--- src/rtl/pcmSlotRxPkg.sv ---
package pcmSlotRxPkg;
  localparam int BYTE_W   = 8;
  localparam int SAMPLE_W = 2 * BYTE_W;

  typedef struct packed {
    logic shiftEn;    // sample one serial bit this cycle
    logic byteDone;   // the sampled bit completes a slot
    logic hitHigh;    // completed slot is the configured one and reception is on
    logic linearSel;  // held mode: 1 = linear
  } rxStrobe_t;
endpackage

--- src/rtl/pcmSlotRxCtrl.sv ---
module pcmSlotRxCtrl
  import pcmSlotRxPkg::*;
#(
  parameter int SLOT_W = 7
) (
  input  logic              clk,
  input  logic              rst,
  input  logic              bitClk,
  input  logic              frameSync,
  input  logic [SLOT_W:0]   slotCfg,
  input  logic              linearMode,
  output rxStrobe_t         strb,
  output logic [SLOT_W-1:0] slotNum
);
  localparam int CNT_W = SLOT_W + 3;

  logic              bitClkQ;
  logic              live;
  logic              actEn;
  logic              actLin;
  logic [SLOT_W-1:0] actSlot;
  logic [CNT_W-1:0]  bitCnt;
  logic              fallEdge;

  assign fallEdge = bitClkQ & ~bitClk;

  always_ff @(posedge clk) begin
    if (rst) begin
      bitClkQ <= 1'b0;
      live    <= 1'b0;
      actEn   <= 1'b0;
      actLin  <= 1'b0;
      actSlot <= '0;
      bitCnt  <= '0;
    end else begin
      bitClkQ <= bitClk;
      if (fallEdge) begin
        if (frameSync) begin
          bitCnt  <= '0;
          live    <= 1'b1;
          actEn   <= slotCfg[SLOT_W];
          actSlot <= slotCfg[SLOT_W-1:0];
          actLin  <= linearMode;
        end else if (live) begin
          bitCnt <= bitCnt + 1'b1;
        end
      end
    end
  end

  assign slotNum = bitCnt[CNT_W-1:3];

  always_comb begin
    strb.shiftEn   = fallEdge & ~frameSync & live;
    strb.byteDone  = strb.shiftEn & (bitCnt[2:0] == 3'd7);
    strb.hitHigh   = strb.byteDone & actEn & (slotNum == actSlot);
    strb.linearSel = actLin;
  end

  // Held configuration only moves on a frame-sync bit.
  assert_cfg_hold_R8: assert property (@(posedge clk) disable iff (rst)
    !(fallEdge && frameSync) |=> $stable({actEn, actLin, actSlot}));

  // Each sampled data bit advances the position by exactly one.
  assert_bit_step_R3: assert property (@(posedge clk) disable iff (rst)
    (fallEdge && !frameSync && live) |=> (bitCnt == CNT_W'($past(bitCnt) + 1'b1)));
endmodule

--- src/rtl/pcmSlotRxData.sv ---
module pcmSlotRxData
  import pcmSlotRxPkg::*;
#(
  parameter int SLOT_W = 7
) (
  input  logic                clk,
  input  logic                rst,
  input  logic                dataIn,
  input  rxStrobe_t           strb,
  input  logic [SLOT_W-1:0]   slotNum,
  output logic [SAMPLE_W-1:0] sampleOut,
  output logic                sampleValid
);
  logic [BYTE_W-2:0] shiftReg;
  logic [BYTE_W-1:0] curByte;
  logic [BYTE_W-1:0] hiByte;
  logic [SLOT_W-1:0] lowSlot;
  logic              waitLow;
  logic              lowDone;

  assign curByte = {shiftReg, dataIn};
  assign lowDone = strb.byteDone & waitLow & (slotNum == lowSlot);

  always_ff @(posedge clk) begin
    if (rst) begin
      shiftReg    <= '0;
      hiByte      <= '0;
      lowSlot     <= '0;
      waitLow     <= 1'b0;
      sampleOut   <= '0;
      sampleValid <= 1'b0;
    end else begin
      sampleValid <= 1'b0;
      if (strb.shiftEn) shiftReg <= curByte[BYTE_W-2:0];
      if (lowDone) begin
        sampleOut   <= {hiByte, curByte};
        sampleValid <= 1'b1;
        waitLow     <= 1'b0;
      end
      if (strb.hitHigh) begin
        if (strb.linearSel) begin
          hiByte  <= curByte;
          lowSlot <= slotNum + 1'b1;  // wraps to slot 0 of next frame
          waitLow <= 1'b1;
        end else if (!lowDone) begin
          sampleOut   <= {{BYTE_W{1'b0}}, curByte};
          sampleValid <= 1'b1;
        end
      end
    end
  end

  assert_valid_pulse_R9: assert property (@(posedge clk) disable iff (rst)
    sampleValid |=> !sampleValid);

  assert_low_done_R6: assert property (@(posedge clk) disable iff (rst)
    (strb.byteDone && waitLow && slotNum == lowSlot) |=> sampleValid);

  assert_comp_upper_R4: assert property (@(posedge clk) disable iff (rst)
    (sampleValid && !$past(waitLow)) |-> (sampleOut[SAMPLE_W-1:BYTE_W] == '0));
endmodule

--- src/rtl/pcmSlotRx.sv ---
module pcmSlotRx
  import pcmSlotRxPkg::*;
#(
  parameter int SLOT_W = 7
) (
  input  logic                clk,
  input  logic                rst,
  input  logic                bitClk,
  input  logic                frameSync,
  input  logic                dataIn,
  input  logic [SLOT_W:0]     slotCfg,
  input  logic                linearMode,
  output logic [SAMPLE_W-1:0] sampleOut,
  output logic                sampleValid
);
  rxStrobe_t         strb;
  logic [SLOT_W-1:0] slotNum;

  pcmSlotRxCtrl #(.SLOT_W(SLOT_W)) u_ctrl (
    .clk(clk), .rst(rst), .bitClk(bitClk), .frameSync(frameSync),
    .slotCfg(slotCfg), .linearMode(linearMode), .strb(strb), .slotNum(slotNum)
  );

  pcmSlotRxData #(.SLOT_W(SLOT_W)) u_data (
    .clk(clk), .rst(rst), .dataIn(dataIn), .strb(strb), .slotNum(slotNum),
    .sampleOut(sampleOut), .sampleValid(sampleValid)
  );
endmodule

--- config.mk ---
export PLATFORM = sky130hd
export DESIGN_NAME = pcmSlotRx
export DESIGN_NICKNAME = d
export VERILOG_FILES = /design/src/rtl/pcmSlotRxPkg.sv /design/src/rtl/pcmSlotRxCtrl.sv /design/src/rtl/pcmSlotRxData.sv /design/src/rtl/pcmSlotRx.sv
export SDC_FILE = /design/constraint.sdc
export NUM_CORES = 1
export LEC_CHECK = 0
export BUFFER_PORTS_ARGS = -buffer_cell sky130_fd_sc_hd__buf_2
export CORE_MARGIN = 2
export CORE_UTILIZATION = 45
export CTS_CLUSTER_DIAMETER = 60
export DETAILED_ROUTE_END_ITERATION = 8
export GPL_ROUTABILITY_DRIVEN = 0
export GPL_TIMING_DRIVEN = 0
export PLACE_DENSITY = 0.67
export SLEW_MARGIN = 0
export SYNTH_ARGS = -nofsm -noshare
export SYNTH_HDL_FRONTEND = slang
export SYNTH_HIERARCHICAL = 1
export SYNTH_SLANG_ARGS = --single-unit
--- constraint.sdc ---
create_clock -name clk -period 2 [get_ports clk]
set_clock_uncertainty 0.1 [all_clocks]
set_input_delay 0 -clock clk [delete_from_list [all_inputs] [get_ports clk]]
set_output_delay 0 -clock clk [all_outputs]
set_load 0.1 [all_outputs]
==> out/results.tsv <==
stage	metric	value	unit
run_status	status	finished, violations left	
run_status	failing checks	setup timing	
route	via count	2193	
worst_setup_path	Reg2Reg Depth	9	
power	Power Dens Cells	724	nW/um2
worst_setup_path	CP Buf/Inv Count	2	
logic_synthesis	Avg Cell Area, Syn	9.10	um2
power	Pleak	1.36	nW
timing	Max Fclk	0.484	GHz
logic_synthesis	Post-synth EDFFs	0	
worst_hold_path	hold_sp	rst	
route	final wirelength	5770	um
worst_setup_path	worst endpoint required time	2.18	ns
route	drt initial violations	86	
die	Top Ports	31	
route	antenna viol nets, final	0	
global_routing	first-pass GRT wire length	9310	um
placement	# port buffers	30	
global_routing	vias in the first global route	2049	
worst_setup_path	crit path kind	reg2reg	
global_routing	GR Util All Layers	18.7	%
worst_setup_path	Worst setup EP type	flop	
power	Peak supply drop	425	uV
logic_synthesis	Yosys cell types	43	
worst_setup_path	Worst EP arrival	2.25	ns
cells_and_area	P&R area growth vs syn	26.4	%
timing	Setup Viol. Count Final	16	
route	DRC	0	
cts	clock buffer count from CTS	9	
worst_setup_path	critical path launch point type	flop	
worst_setup_path	worst flop-to-flop path endpoint	u_data/sampleOut[12]$_SDFF_PP0_	
route	WL met3	190	um
route	top layer in use	met4	
logic_synthesis	Post-Syn Nets	308	
logic_synthesis	Top FF cell, synth	dfxtp_1	
timing	Worst Tran Pin Value	0.488	ns
worst_hold_path	Hold Crit Class	in2reg	
logic_synthesis	synthesized area	2650	um2
route	met2 routed wirelength	2780	um
cells_and_area	Design Area, Final	3350	um2
timing	RSZ-0062 raised after global routing	true	
logic_synthesis	Post-synth ARST share	0	%
worst_setup_path	worst-path fanout max	5	
cts	Worst-path clk slew	0.08	ns
cts	CTS tree	yes	
timing	final hold viol count	0	
logic_synthesis	Synthesis Warnings	6	
cells_and_area	# nets final	369	
die	Core Rows	27	
route	Metal-1 WL	2720	um
cts	Worst-Skew Late Latency	0.33	ns
worst_setup_path	Slowest-stage cell, CP	or4_4	
worst_setup_path	worst-path cell chain	nor2b_4 > nand3_2 > nor3b_4 > nand2_1 > or4_4 > buf_12 > nor3_4 > buf_4 > a22o_1	
die	total die area	6520	um2
route	routed len/inst	13.5	um
worst_setup_path	Worst R2R Start	u_ctrl/bitClkQ$_SDFF_PP0_	
global_routing	largest net degree at the start of global routing	12	
cells_and_area	Ant. Diodes	0	
global_routing	initial antenna violation count	0	
cts	clock sinks	61	
route	TritonRoute pass-1 iters	4	
placement	Area after DPL	2890	um2
timing	Setup WS post-layout	-0.0641	ns
worst_setup_path	r2r setup slk	-0.06	ns
cells_and_area	Fill cells	522	
die	Die X	80.7	um
die	CORE AREA	5610	um2
timing	post-layout min period	2.06	ns
placement	Post-Place Setup Slack	-0.364	ns
logic_synthesis	fraction of the yosys area taken by sequential cells	46.1	%
worst_setup_path	cell family with most CP delay	simple AND/OR/NAND/NOR gates	
cts	Root Driver	clkbuf_8	
worst_hold_path	hold path depth	3	
timing	Max Slew Vio Count	0	
die	initial core utilization	47.2	%
logic_synthesis	synthesized flop and latch total	61	
worst_hold_path	Hold EP	u_data/sampleOut[0]$_SDFF_PP0_	
die	Die Span Y	80.7	um
worst_setup_path	CP peak stage delay	0.45	ns
timing	post-route clock period utilization	103	%
timing	worst relative slew slack	67.4	%
logic_synthesis	Post-Syn Instances	291	
cells_and_area	layout cells sized above 1	23.0	%
cts	CTS H-tree depth	3	
run	Max Cap Violations	0	
cts	Clock Path Buffers	2	
placement	hpwl dp	3830	um
global_routing	GR Overflow Total	0	
route	routed vias/inst	5.11	
==> power by group <==
group	switching, mW	total (mW)	internal, mW
clock	0.496	1.11	0.612
combinational	0.0471	0.0925	0.0454
sequential	0.00391	1.22	1.22
==> state kept, by name, summed over array words and instances (netlist names) <==
register and flops:
u_ctrl/bitClkQ 1, u_ctrl/live 1, u_data/sampleOut 16, u_data/lowSlot 7
u_data/sampleValid 1, u_ctrl/actEn 1, u_data/waitLow 1, u_ctrl/actLin 1
u_ctrl/actSlot 7, u_data/shiftReg 7, u_ctrl/bitCnt 10, u_data/hiByte 8
==> synthesized netlist by cell type, drive strengths merged (3+ instances only) <==
cell type   n  share of area, %
xor2       11               3.6
nand2      45               6.4
nand3       6               1.3
xnor2       8               2.6
o21ai       8               1.5
buf         9               2.7
mux2i      15               5.7
nand2b     16               3.8
dfxtp      61                46
a22o        8               2.6
clkbuf     11               1.6
a21oi      27               5.1
and3        3              0.71
nor2       23               3.3
a211oi      8               2.5
ha          3               1.4
==> worst max path at each step <==
stage,from,endpoint,slack (ns),cells past startpoint
after floorplan,u_ctrl/bitClkQ$_SDFF_PP0_,u_data/sampleOut[10]$_SDFF_PP0_,0.03,7
after detailed placement,u_ctrl/bitCnt[0]$_SDFFE_PP0P_,u_data/lowSlot[5]$_SDFFE_PP0P_,-0.36,7
after CTS,u_ctrl/bitClkQ$_SDFF_PP0_,u_data/sampleOut[9]$_SDFF_PP0_,-0.06,7
after global placement,u_ctrl/bitCnt[0]$_SDFFE_PP0P_,u_data/lowSlot[3]$_SDFFE_PP0P_,-0.31,7
final,u_ctrl/bitClkQ$_SDFF_PP0_,u_data/sampleOut[12]$_SDFF_PP0_,-0.06,9
after global routing,u_ctrl/bitClkQ$_SDFF_PP0_,u_data/sampleOut[10]$_SDFF_PP0_,-0.14,9
==> metrics by stage <==
stage          setup TNS, ns  util, %  total power [mW]  instances  hold slack (ns)
2_1_floorplan              0        -              1.29        291          -0.0284
3_3_place_gp           -6.99     51.5              1.32        393            0.141
3_5_place_dp           -8.04     51.5              1.32        393            0.147
4_1_cts               -0.303     58.1              2.45        424           0.0186
5_1_grt                -1.95     59.7              2.52        429           0.0595
6_report              -0.740     59.7              2.42        429           0.0290
==> what timing repair did <==
item,CTS,global route
endpoints found under the hold margin,14,0
endpoints found under the setup margin,33,37
gates cloned,0,1
gates resized for setup,10,14
hold buffers,13,0
setup buffers,2,6
pin swaps,3,4
==> cells in the final DEF, fill, tap and decap left out, drive strengths merged, types with 8 or more instances in the layout <==
master,count
a211oi,8
a21oi,27
a22o,8
buf,48
clkbuf,19
dfxtp,61
dlygate4sd3,13
mux2i,15
nand2,45
nand2b,16
nor2,23
o21ai,8
xnor2,8
xor2,11
==> area by class of cell <==
type	count	area (um2)	share of cell area, %
timing repair buffer	51	353	10.5
inverter	2	7.51	0.224
buffer	18	113	3.36
multi-input combinational	209	1350	40.4
clock buffer	11	141	4.22
tap	72	90.1	2.69
sequential	61	1230	36.7
clock inverter	5	60.1	1.79
==> worst reg2reg max path: cells and delay by family, from the launching register on <==
kind	cells	cell delay, ns
AND/OR/NAND/NOR	6	1.13
flip-flops	1	0.33
buffers and inverters	2	0.33
AO/OA/AOI/OAI	1	0.12
==> cells by family (layout without fill, tap and decap cells) <==
group           Yosys count  in the layout  synth area share [%]
simple gates            112            112                  21.4
buf+inv                  22             87                  4.53
xor+xnor                 19             19                  6.28
fa+ha+maj                 3              3                  1.42
mux                      15             15                  5.67
compound gates           59             60                  14.5
flops                    61             61                  46.1
==> per-layer routing <==
layer,track usage (%),vias up
met5,0,-
met4,8.64,0
met3,3.37,6
met2,30.7,47
met1,23.9,1019
li1,-,1121
No activity file was read; power rests on OpenSTA's default activity.
